==> config.mk <==
export PLATFORM = sky130hd
export DESIGN_NAME = rxdma_top
export DESIGN_NICKNAME = d
export VERILOG_FILES = /design/src/rtl/rxdma_pkg.sv /design/src/rtl/rxdma_lanes.sv /design/src/rtl/rxdma_status.sv /design/src/rtl/rxdma_fsm.sv /design/src/rtl/rxdma_top.sv
export SDC_FILE = /design/constraint.sdc
export NUM_CORES = 1
export LEC_CHECK = 0
export BUFFER_PORTS_ARGS = -buffer_cell sky130_fd_sc_hd__buf_2
export CORE_MARGIN = 1
export CORE_UTILIZATION = 55
export CTS_CLUSTER_SIZE = 14
export DETAILED_ROUTE_END_ITERATION = 10
export PLACE_DENSITY = 0.8
export SETUP_SLACK_MARGIN = 0.3
export SYNTH_ARGS = -nofsm -noshare
export SYNTH_HDL_FRONTEND = slang
export SYNTH_SLANG_ARGS = --single-unit
==> constraint.sdc <==
create_clock -name clk -period 5.9 [get_ports clk]
set_input_delay 0.885 -clock clk [delete_from_list [all_inputs] [get_ports clk]]
set_output_delay 0.885 -clock clk [all_outputs]
set_load 0.005 [all_outputs]
==> src/rtl/rxdma_pkg.sv <==
package rxdma_pkg;
  typedef enum logic [2:0] {
    S_IDLE, S_FREQ, S_FWAIT, S_FDATA, S_RECV, S_CLOSE, S_SUSP
  } rxdma_state_e;

  localparam int OWN_BIT   = 31;
  localparam int CHAIN_BIT = 24;
  localparam int ES_BIT    = 15;
  localparam int FS_BIT    = 9;
  localparam int LS_BIT    = 8;
  localparam int LEN_LSB   = 16;
  localparam int DESC_BYTES = 32;
endpackage

==> src/rtl/rxdma_lanes.sv <==
module rxdma_lanes #(
  parameter int LANES = 4
) (
  input  logic [$clog2(LANES)-1:0] lane_i,
  input  logic                     whole_i,
  input  logic [7:0]               byte_i,
  input  logic [8*LANES-1:0]       word_i,
  output logic [LANES-1:0]         be_o,
  output logic [8*LANES-1:0]       data_o
);
  for (genvar g = 0; g < LANES; g++) begin : g_lane
    assign be_o[g]        = whole_i || (lane_i == g);
    assign data_o[8*g +: 8] = whole_i ? word_i[8*g +: 8] : byte_i;
  end
endmodule

==> src/rtl/rxdma_status.sv <==
module rxdma_status #(
  parameter int NBITS = 2
) (
  input  logic             clk,
  input  logic             rst,
  input  logic [NBITS-1:0] set_i,
  input  logic [NBITS-1:0] clr_i,
  output logic [NBITS-1:0] stat_o
);
  always_ff @(posedge clk) begin
    if (rst) stat_o <= '0;
    else     stat_o <= (stat_o & ~clr_i) | set_i;
  end

  // a clear with no set drops the bit on the next cycle
  a_r8_w1c_clears: assert property (@(posedge clk) disable iff (rst)
    (clr_i[0] && !set_i[0]) |=> !stat_o[0]);
endmodule

==> src/rtl/rxdma_fsm.sv <==
module rxdma_fsm
  import rxdma_pkg::*;
#(
  parameter int AW    = 32,
  parameter int SIZE_W = 13
) (
  input  logic          clk,
  input  logic          rst,
  input  logic [AW-1:0] list_base_i,
  input  logic          start_i,
  input  logic          poll_i,
  input  logic          in_valid_i,
  input  logic          in_last_i,
  input  logic          in_err_i,
  input  logic [7:0]    in_data_i,
  output logic          in_ready_o,
  output logic          mem_en_o,
  output logic          mem_we_o,
  output logic [AW-1:0] mem_addr_o,
  output logic          whole_o,
  output logic [7:0]    byte_o,
  output logic [31:0]   word_o,
  input  logic [31:0]   mem_rdata_i,
  output logic          done_set_o,
  output logic          unav_set_o
);
  localparam int LEN_W = SIZE_W + 1;

  rxdma_state_e state;
  logic [1:0]        idx;
  logic [AW-1:0]     cur_q, nxt_q, buf_q;
  logic [SIZE_W-1:0] size_q;
  logic              chain_q;
  logic [LEN_W-1:0]  cnt_q;
  logic              err_q, trunc_q;
  logic              room;

  assign room       = cnt_q < LEN_W'(size_q);
  assign in_ready_o = (state == S_RECV);
  assign done_set_o = (state == S_CLOSE);
  assign unav_set_o = (state == S_FDATA) && (idx == 2'd0) && !mem_rdata_i[OWN_BIT];

  always_ff @(posedge clk) begin
    if (rst) begin
      state <= S_IDLE; idx <= '0;
      cur_q <= '0; nxt_q <= '0; buf_q <= '0; size_q <= '0; chain_q <= 1'b0;
      cnt_q <= '0; err_q <= 1'b0; trunc_q <= 1'b0;
      mem_en_o <= 1'b0; mem_we_o <= 1'b0; mem_addr_o <= '0;
      whole_o <= 1'b0; byte_o <= '0; word_o <= '0;
    end else begin
      mem_en_o <= 1'b0;
      mem_we_o <= 1'b0;
      unique case (state)
        S_IDLE: if (start_i) begin
          cur_q <= list_base_i;
          idx   <= '0;
          state <= S_FREQ;
        end
        S_FREQ: begin
          mem_en_o   <= 1'b1;
          mem_addr_o <= cur_q + AW'({idx, 2'b00});
          state      <= S_FWAIT;
        end
        S_FWAIT: state <= S_FDATA;
        S_FDATA: begin
          state <= S_FREQ;
          idx   <= idx + 2'd1;
          unique case (idx)
            2'd0: if (!mem_rdata_i[OWN_BIT]) begin
              state <= S_SUSP;
              idx   <= '0;
            end
            2'd1: begin
              size_q  <= mem_rdata_i[SIZE_W-1:0];
              chain_q <= mem_rdata_i[CHAIN_BIT];
            end
            2'd2: buf_q <= mem_rdata_i[AW-1:0];
            default: begin
              nxt_q   <= chain_q ? mem_rdata_i[AW-1:0] : cur_q + AW'(DESC_BYTES);
              cnt_q   <= '0;
              err_q   <= 1'b0;
              trunc_q <= 1'b0;
              state   <= S_RECV;
            end
          endcase
        end
        S_RECV: if (in_valid_i) begin
          if (room) begin
            mem_en_o   <= 1'b1;
            mem_we_o   <= 1'b1;
            whole_o    <= 1'b0;
            byte_o     <= in_data_i;
            mem_addr_o <= buf_q + AW'(cnt_q);
            cnt_q      <= cnt_q + 1'b1;
          end else begin
            trunc_q <= 1'b1;
          end
          err_q <= err_q | in_err_i;
          if (in_last_i) state <= S_CLOSE;
        end
        S_CLOSE: begin
          mem_en_o   <= 1'b1;
          mem_we_o   <= 1'b1;
          whole_o    <= 1'b1;
          mem_addr_o <= cur_q;
          word_o     <= '0;
          word_o[LEN_LSB +: LEN_W] <= cnt_q;
          word_o[ES_BIT] <= err_q | trunc_q;
          word_o[FS_BIT] <= 1'b1;
          word_o[LS_BIT] <= 1'b1;
          cur_q <= nxt_q;
          idx   <= '0;
          state <= S_FREQ;
        end
        S_SUSP: if (poll_i) begin
          idx   <= '0;
          state <= S_FREQ;
        end
        default: state <= S_IDLE;
      endcase
    end
  end

  // no memory traffic while idle
  a_r1_idle_quiet: assert property (@(posedge clk) disable iff (rst)
    (state == S_IDLE) |-> !mem_en_o);
  // a suspended engine neither writes nor takes bytes
  a_r3_susp_quiet: assert property (@(posedge clk) disable iff (rst)
    (state == S_SUSP) |-> (!mem_we_o && !in_ready_o));
  // a byte arriving with the buffer full produces no write
  a_r6_no_overflow: assert property (@(posedge clk) disable iff (rst)
    (in_ready_o && in_valid_i && !room) |=> !mem_we_o);
  // closing presents a full-word write with the owner bit cleared
  a_r5_close_word: assert property (@(posedge clk) disable iff (rst)
    (state == S_CLOSE) |=> (mem_we_o && whole_o && !word_o[OWN_BIT]));
endmodule

==> src/rtl/rxdma_top.sv <==
module rxdma_top #(
  parameter int AW     = 32,
  parameter int SIZE_W = 13
) (
  input  logic          clk,
  input  logic          rst,
  input  logic [AW-1:0] list_base_i,
  input  logic          start_i,
  input  logic          poll_i,
  input  logic          in_valid_i,
  input  logic [7:0]    in_data_i,
  input  logic          in_last_i,
  input  logic          in_err_i,
  output logic          in_ready_o,
  output logic          mem_en_o,
  output logic          mem_we_o,
  output logic [AW-1:0] mem_addr_o,
  output logic [3:0]    mem_be_o,
  output logic [31:0]   mem_wdata_o,
  input  logic [31:0]   mem_rdata_i,
  input  logic [1:0]    stat_clr_i,
  output logic [1:0]    stat_o
);
  logic        whole;
  logic [7:0]  wbyte;
  logic [31:0] wword;
  logic        done_set, unav_set;

  rxdma_fsm #(.AW(AW), .SIZE_W(SIZE_W)) u_fsm (
    .clk(clk), .rst(rst), .list_base_i(list_base_i), .start_i(start_i),
    .poll_i(poll_i), .in_valid_i(in_valid_i), .in_last_i(in_last_i),
    .in_err_i(in_err_i), .in_data_i(in_data_i), .in_ready_o(in_ready_o),
    .mem_en_o(mem_en_o), .mem_we_o(mem_we_o), .mem_addr_o(mem_addr_o),
    .whole_o(whole), .byte_o(wbyte), .word_o(wword), .mem_rdata_i(mem_rdata_i),
    .done_set_o(done_set), .unav_set_o(unav_set)
  );

  rxdma_lanes #(.LANES(4)) u_lanes (
    .lane_i(mem_addr_o[1:0]), .whole_i(whole), .byte_i(wbyte),
    .word_i(wword), .be_o(mem_be_o), .data_o(mem_wdata_o)
  );

  rxdma_status #(.NBITS(2)) u_stat (
    .clk(clk), .rst(rst), .set_i({unav_set, done_set}),
    .clr_i(stat_clr_i), .stat_o(stat_o)
  );

  // frame-done rises together with the closing status-word write
  a_r8_done_with_close: assert property (@(posedge clk) disable iff (rst)
    $rose(stat_o[0]) |-> (mem_we_o && mem_be_o == 4'hF && !mem_wdata_o[31]));
  // a byte write enables exactly one lane
  a_r4_one_lane: assert property (@(posedge clk) disable iff (rst)
    (mem_we_o && mem_be_o != 4'hF) |-> ($countones(mem_be_o) == 1));
endmodule

Yosys cells after proc, flatten, opt, wreduce, memory -nomap -nowiden:

Cells that the tools add are included.

* bits in registers: 193
* output and inout bits: 73

* bitwise gates (word level): 6
* equal/unequal tests: 18
* add/sub/neg operators: 5
* mux-type cells: 39
* reduce and logical (&&, ||, !) cells: 30
* $lt $le $gt $ge: 1

Operators with widths (number)
* two-way mux 32 bit: 4
* case mux 32 bit (3 select lines): 1
* case mux 32 bit (2 select lines): 1
* two-way mux 14 bit: 3
* adder 32 x 14 -> 32 bit: 1
* adder 32 x 4 -> 32 bit: 1
* adder 32 x 6 -> 32 bit, second input constant: 1
* two-way mux 8 bit: 4
* case mux 14 bit (2 select lines): 1
* case mux 3 bit (7 select lines): 1
* two-way mux 3 bit: 5
* AND reduction 3 bit: 5
* adder 14 x 1 -> 14 bit, second input constant: 1
* < comparator 14 x 13 -> 1 bit: 1
* inequality test 2 bit, second input constant: 6
* AND reduction 4 bit: 3
* case mux 1 bit (2 select lines): 5
* == test 3 bit, second input constant: 3
* two-way mux 1 bit: 8
* two-way mux 2 bit: 4
* case mux 2 bit (4 select lines): 1
* AND reduction 2 bit: 4
* == test 2 bit, second input constant: 3
* == test 3 x 2 -> 1 bit, second input constant: 2
* other kinds (20): 30

Depth between registers and ports, before layout:

* word-level depth: 4
* mapped depth: 12
* depth with buffers taken out: 10

Hierarchy:

A second synthesis with hierarchy kept.

* cells, all modules: 1465
* area total of the unflattened synthesis: 11045.6 um2

By module, submodules not included
* rxdma_fsm: cells each 1376, seq. area each 3803.6 um2, instances 1, area each 10502.6 um2
* rxdma_lanes: cells each 81, seq. area each 0.0 um2, instances 1, area each 473.0 um2
* rxdma_status: cells each 8, seq. area each 40.0 um2, instances 1, area each 70.1 um2

Worst setup path before layout:

Ideal clock, no wire load.

* kind: flip-flop to flip-flop
* from: register u_fsm.cnt_q[0]
* to: register u_fsm.mem_addr_o[24]
* stages on the path, launching flop included: 11
* buffers on the path: 0
* setup slack: 3.238 ns
* arrival: 2.540 ns
* library setup time: 0.122 ns
* cell sequence: dfxtp_1 -> ha_1 -> inv_1 -> fa_1 -> nand2b_1 -> a21oi_1 -> o2111ai_1 -> a21oi_1 -> nand4_1 -> xnor2_1 -> a221o_1

* word-level cells in the longest chain between the ends: 4
* elaborated cells on any way between the ends: 7

Ends and longest elaborated chain
* start: declaration: RTL line rxdma_fsm.sv:34 `logic [LEN_W-1:0] cnt_q;`
* start signal: assignment: RTL line rxdma_fsm.sv:94 `cnt_q <= cnt_q + 1'b1;`
* adder 32 x 14 -> 32 bit: RTL line rxdma_fsm.sv:93 `mem_addr_o <= buf_q + AW'(cnt_q);`
* two-way mux 32 bit: RTL line rxdma_fsm.sv:88 `if (room) begin`
* two-way mux 32 bit: RTL line rxdma_fsm.sv:87 `S_RECV: if (in_valid_i) begin`
* case mux 32 bit (3 select lines): RTL line rxdma_fsm.sv:53 `unique case (state)`
* end signal: assignment: RTL line rxdma_fsm.sv:61 `mem_addr_o <= cur_q + AW'({idx, 2'b00});`
* end signal: assignment: RTL line rxdma_fsm.sv:93
* end signal: assignment: RTL line rxdma_fsm.sv:105 `mem_addr_o <= cur_q;`
* end: declaration: RTL line rxdma_fsm.sv:19 `output logic [AW-1:0] mem_addr_o,`

Several ways; a longest one is shown, not always the timed one. The select of a mux whose other input is x is not followed.
A chain may end at the register's enable or synchronous reset.

Final worst setup path:

* from: register u_fsm.state[2]
* to: output in_ready_o

* word-level cells in the longest chain between the ends: 1

Ends and longest elaborated chain
* start: declaration: RTL line rxdma_fsm.sv:29 `rxdma_state_e state;`
* start signal: assignment: RTL line rxdma_fsm.sv:45 `state <= S_IDLE; idx <= '0;`
* start signal: assignment: RTL line rxdma_fsm.sv:57 `state <= S_FREQ;`
* start signal: assignment: RTL line rxdma_fsm.sv:62 `state <= S_FWAIT;`
* == test 3 bit: RTL line rxdma_fsm.sv:39 `assign in_ready_o = (state == S_RECV);`
* end: declaration: RTL line rxdma_top.sv:14 `output logic in_ready_o,`

No other way between the ends.

==> summary by stage <==
Setup path
STA puts the critical path data required time at 5020 ps. The arrival time reported for the critical path endpoint is ~2600 ps. The number of cells traversed by the worst register-to-register path is 11. The worst setup path is launched from a flip-flop. The beginning of the worst register-to-register path is u_fsm.state[2]. The largest fanout of any net on the critical path is 36.

Across all register-to-register paths, the minimum setup slack is roughly 2500 ps. The worst register-to-register path ends at u_fsm.byte_o[7]. The kind of capture point of the worst setup path is an output port.

The type of the worst setup path is reg2out.

Power and ir drop
The worst-case IR drop observed on VDD is ~0.21 mV. The power per standard cell area is ~340 nW/um^2. In this run the static leakage power is 4.71 nW.

Timing
The aggregate negative setup slack is 0 ps. The number of max-slew violations in the final report is 0. The share of the clock period used by the worst path is 0.589. Clock skew on the completed layout was measured at 15.0 ps. The worst hold margin is 452 ps. The count of final setup violators is 0. The highest achievable clock rate is 0.288 GHz.

The worst-case setup margin in the final layout is 2430 ps. The transition time at the pin with the least slew margin is 1110 ps. The clock period minus worst slack is around 3500 ps. The worst slew slack as a fraction of its limit is 0.261. The hold violation total from the final report is 0. Setup repair after global routing left no endpoint under its margin.

Clock network
The number of clock sinks is 192. The CTS H-tree depth is 4. The clock insertion delay at the later pin of the skew report is 440 ps. The number of buffers on the longest clock path is 2.

The number of gates resized after CTS was 0. In this run, post-CTS hold repair placed 0 buffers. The CTS tree is yes.

After clock tree synthesis, the clock-pin slew on the worst setup and hold paths is around 80 ps. The number of CTS-inserted buffers is 17. The buffer cell driving the clock tree root is sky130_fd_sc_hd__clkbuf_16. Post-CTS timing repair inserted 0 buffers for setup.

Final layout
The share of post-route cells with drive strength above 1 is 0.151. The repair_antennas step left the layout with diodes totalling 0. For this run, the post-layout net count is 1,610. The area growth from synthesis to layout is 12.0%. The commonest non-fill, non-tap cell in the layout is sky130_fd_sc_hd__nand2_1. In the layout the commonest cells are 364 x sky130_fd_sc_hd__nand2_1, 191 x sky130_fd_sc_hd__dfxtp_1, 152 x sky130_fd_sc_hd__buf_2.

The number of inserted filler cells in the final layout is ~1,700.

Placed design
The count of buffers added on input and output ports is ~150. OpenSTA, run right after detailed placement, puts the worst setup slack at 2620 ps. The detailed placer's ending HPWL is 23.9 mm. The last weighted congestion value of the routability-driven placer is 0.984.

Drt
In this run the remaining antenna-violating nets after routing total 0. The number of DRC violations after detailed routing is 0. The via total after detailed routing is 10,511. The length of routed met2 wiring is approximately 15 mm.

The topmost layer with routed signal wires is met4. The wire length on met1 is 13.3 mm. The first routing iteration left 954 violations.

Dividing the detail-routed wire length by the instance count gives 18.6 um. The number of vias per cell is between 5 and 6. In the detailed route, the total length drawn on met3 is 2.09 mm. The first TritonRoute pass finished after 6 iterations. For this block, the routed nets add up to 32.9 mm of wire.

Logic synthesis
Yosys mapped a number of flops with a built-in enable equal to 0. After synthesis the netlist holds a flip-flop and latch count of 192. The number of nets handed over by synthesis was approximately 1,500. The share of synthesized flip-flops with an asynchronous set or reset is 0. Ranked by total cell area, the synthesized netlist is headed by sky130_fd_sc_hd__dfxtp_1 36%, sky130_fd_sc_hd__nand2_1 13%, sky130_fd_sc_hd__a21oi_1 6.2%.

After synthesis, the netlist uses 90 different library cells. During synthesis, Yosys emitted a total of 0 warnings. The share of Yosys cell area claimed by the top area cell type is 0.358. The synthesized area per cell is between 7 and 8 um^2. In the synthesized netlist the dominant register cell turns out to be sky130_fd_sc_hd__dfxtp_1. After technology mapping, the gate count stands at 1,413. The portion of the post-synthesis area used by sequential elements is 0.358. The cell area after synthesis is 10,700 um^2. The cell taking the most area after synthesis is sky130_fd_sc_hd__dfxtp_1.

Outcome
The run finished with clean final reports.

Global routing
The number of antenna violations at the first check in global routing is 0. Across every metal layer, demand over resource in global routing totals 0.334. The total congestion overflow is 0.

Entering global routing, the biggest net connects 70 pins. The via count of the first global-routing pass came to between 9,000 and 10,000. The first-pass GRT wire length is roughly 51 mm.

Floorplan
After floorplanning, the core was sized to cover 18,900 um^2. The die height is 142 um. The initial utilization of the core area, before any placement, comes to 0.568. Row generation in the floorplan step produced 50 rows.

The number of placed I/O pins is between 150 and 200. The die is 142 um wide. The die covers approximately 20,000 um^2.

Job
Max-cap violations in this run came to 0.

Worst hold path
The instance count along the most critical hold path is 2. The worst min-delay path startpoint is u_fsm.mem_addr_o[9]. The worst min-delay path endpoint is u_fsm.mem_addr_o[9]. The worst hold path belongs to the class reg2reg.
## worst max-delay path by stage
stage,startpoint,to,slack (ps),depth (start not counted)
4_1_cts,u_fsm.state[2],in_ready_o,2490,5
3_3_place_gp,u_fsm.state[2],u_fsm.byte_o[0],2730,11
6_report,u_fsm.state[2],in_ready_o,2430,5
3_5_place_dp,u_fsm.state[2],u_fsm.byte_o[7],2620,11
5_1_grt,u_fsm.state[2],u_fsm.byte_o[4],2240,11
2_1_floorplan,u_fsm.cnt_q[0],u_fsm.mem_addr_o[24],3240,10
## routing by layer
| layer | up-vias | track usage |
|---|---|---|
| li1 | 5018 | - |
| met1 | 4927 | 0.400 |
| met2 | 446 | 0.548 |
| met3 | 120 | 0.0564 |
| met4 | 0 | 0.232 |
| met5 | - | 0 |
## cell families (layout without fill, tap and decap cells)
logic type / after synthesis / count (layout) / synth area share
and+or+nand+nor: 626 / 626 / 0.264
AOI/OAI and AO/OA: 327 / 327 / 0.196
DFF: 192 / 192 / 0.358
buffers and inverters: 143 / 235 / 0.0626
xor gates and xnor gates: 69 / 69 / 0.0563
adders and majority gates: 37 / 37 / 0.0452
muxes: 19 / 19 / 0.0177
## synth_stat cells, types with 5 or more instances
library cell,instances
sky130_fd_sc_hd__a2111oi_0,5
sky130_fd_sc_hd__a211oi_1,18
sky130_fd_sc_hd__a21o_1,8
sky130_fd_sc_hd__a21oi_1,133
sky130_fd_sc_hd__a311oi_1,34
sky130_fd_sc_hd__a31oi_1,13
sky130_fd_sc_hd__and3_1,12
sky130_fd_sc_hd__buf_1,5
sky130_fd_sc_hd__buf_2,16
sky130_fd_sc_hd__buf_4,7
sky130_fd_sc_hd__buf_6,6
sky130_fd_sc_hd__clkbuf_1,63
sky130_fd_sc_hd__dfxtp_1,192
sky130_fd_sc_hd__ha_1,34
sky130_fd_sc_hd__inv_1,38
sky130_fd_sc_hd__mux2i_1,19
sky130_fd_sc_hd__nand2_1,364
sky130_fd_sc_hd__nand2b_1,18
sky130_fd_sc_hd__nand3_1,29
sky130_fd_sc_hd__nand4_1,15
sky130_fd_sc_hd__nor2_1,104
sky130_fd_sc_hd__nor3_1,27
sky130_fd_sc_hd__o211ai_1,17
sky130_fd_sc_hd__o21a_1,5
sky130_fd_sc_hd__o21ai_0,46
sky130_fd_sc_hd__o311ai_1,5
sky130_fd_sc_hd__or3_1,8
sky130_fd_sc_hd__xnor2_1,32
sky130_fd_sc_hd__xor2_1,37
## power breakdown
group          switching, mW  internal, mW  total, mW
clock network          0.537         0.687       1.22
logic                  0.659         0.403       1.06
registers              0.296          1.46       1.76
total                   1.49          2.55       4.05
## cell type report
class,count,area (um^2),area share
Clock buffer,19,443,0.0369
Multi-Input combinational cell,1078,6230,0.519
Clock inverter,13,171,0.0143
Timing Repair Buffer,164,851,0.0708
Tap cell,260,325,0.0271
Sequential cell,192,3840,0.320
Inverter,39,146,0.0122
## state kept, by name (all words and copies together), names as in the netlist
name	count
u_fsm.mem_addr_o	32
u_fsm.whole_o	1
u_fsm.buf_q	32
u_fsm.trunc_q	1
u_fsm.cnt_q	14
u_fsm.word_o	16
u_stat.stat_o	2
u_fsm.idx	2
u_fsm.cur_q	32
u_fsm.mem_we_o	1
u_fsm.state	3
u_fsm.mem_en_o	1
u_fsm.size_q	13
u_fsm.nxt_q	32
u_fsm.chain_q	1
u_fsm.err_q	1
u_fsm.byte_o	8
## worst max-delay path, stage by stage (launching register included)
cell                      delay, ps
sky130_fd_sc_hd__dfxtp_1        560
sky130_fd_sc_hd__inv_2          110
sky130_fd_sc_hd__nor2_4         200
sky130_fd_sc_hd__nand2_4        280
sky130_fd_sc_hd__inv_1          730
sky130_fd_sc_hd__buf_2          270
## through the flow
stage / instance area (um^2) / std cells / utilization / total power [mW]
6_report: 12000 / 1765 / 0.636 / 4.05
3_5_place_dp: 11400 / 1733 / 0.603 / 2.83
2_1_floorplan: 10700 / 1413 / - / 2.49
4_1_cts: 12000 / 1765 / 0.636 / 4.05
3_3_place_gp: 11400 / 1733 / 0.603 / 2.81
5_1_grt: 12000 / 1765 / 0.636 / 4.26
Note: power is estimated with default switching activity, not from simulation.
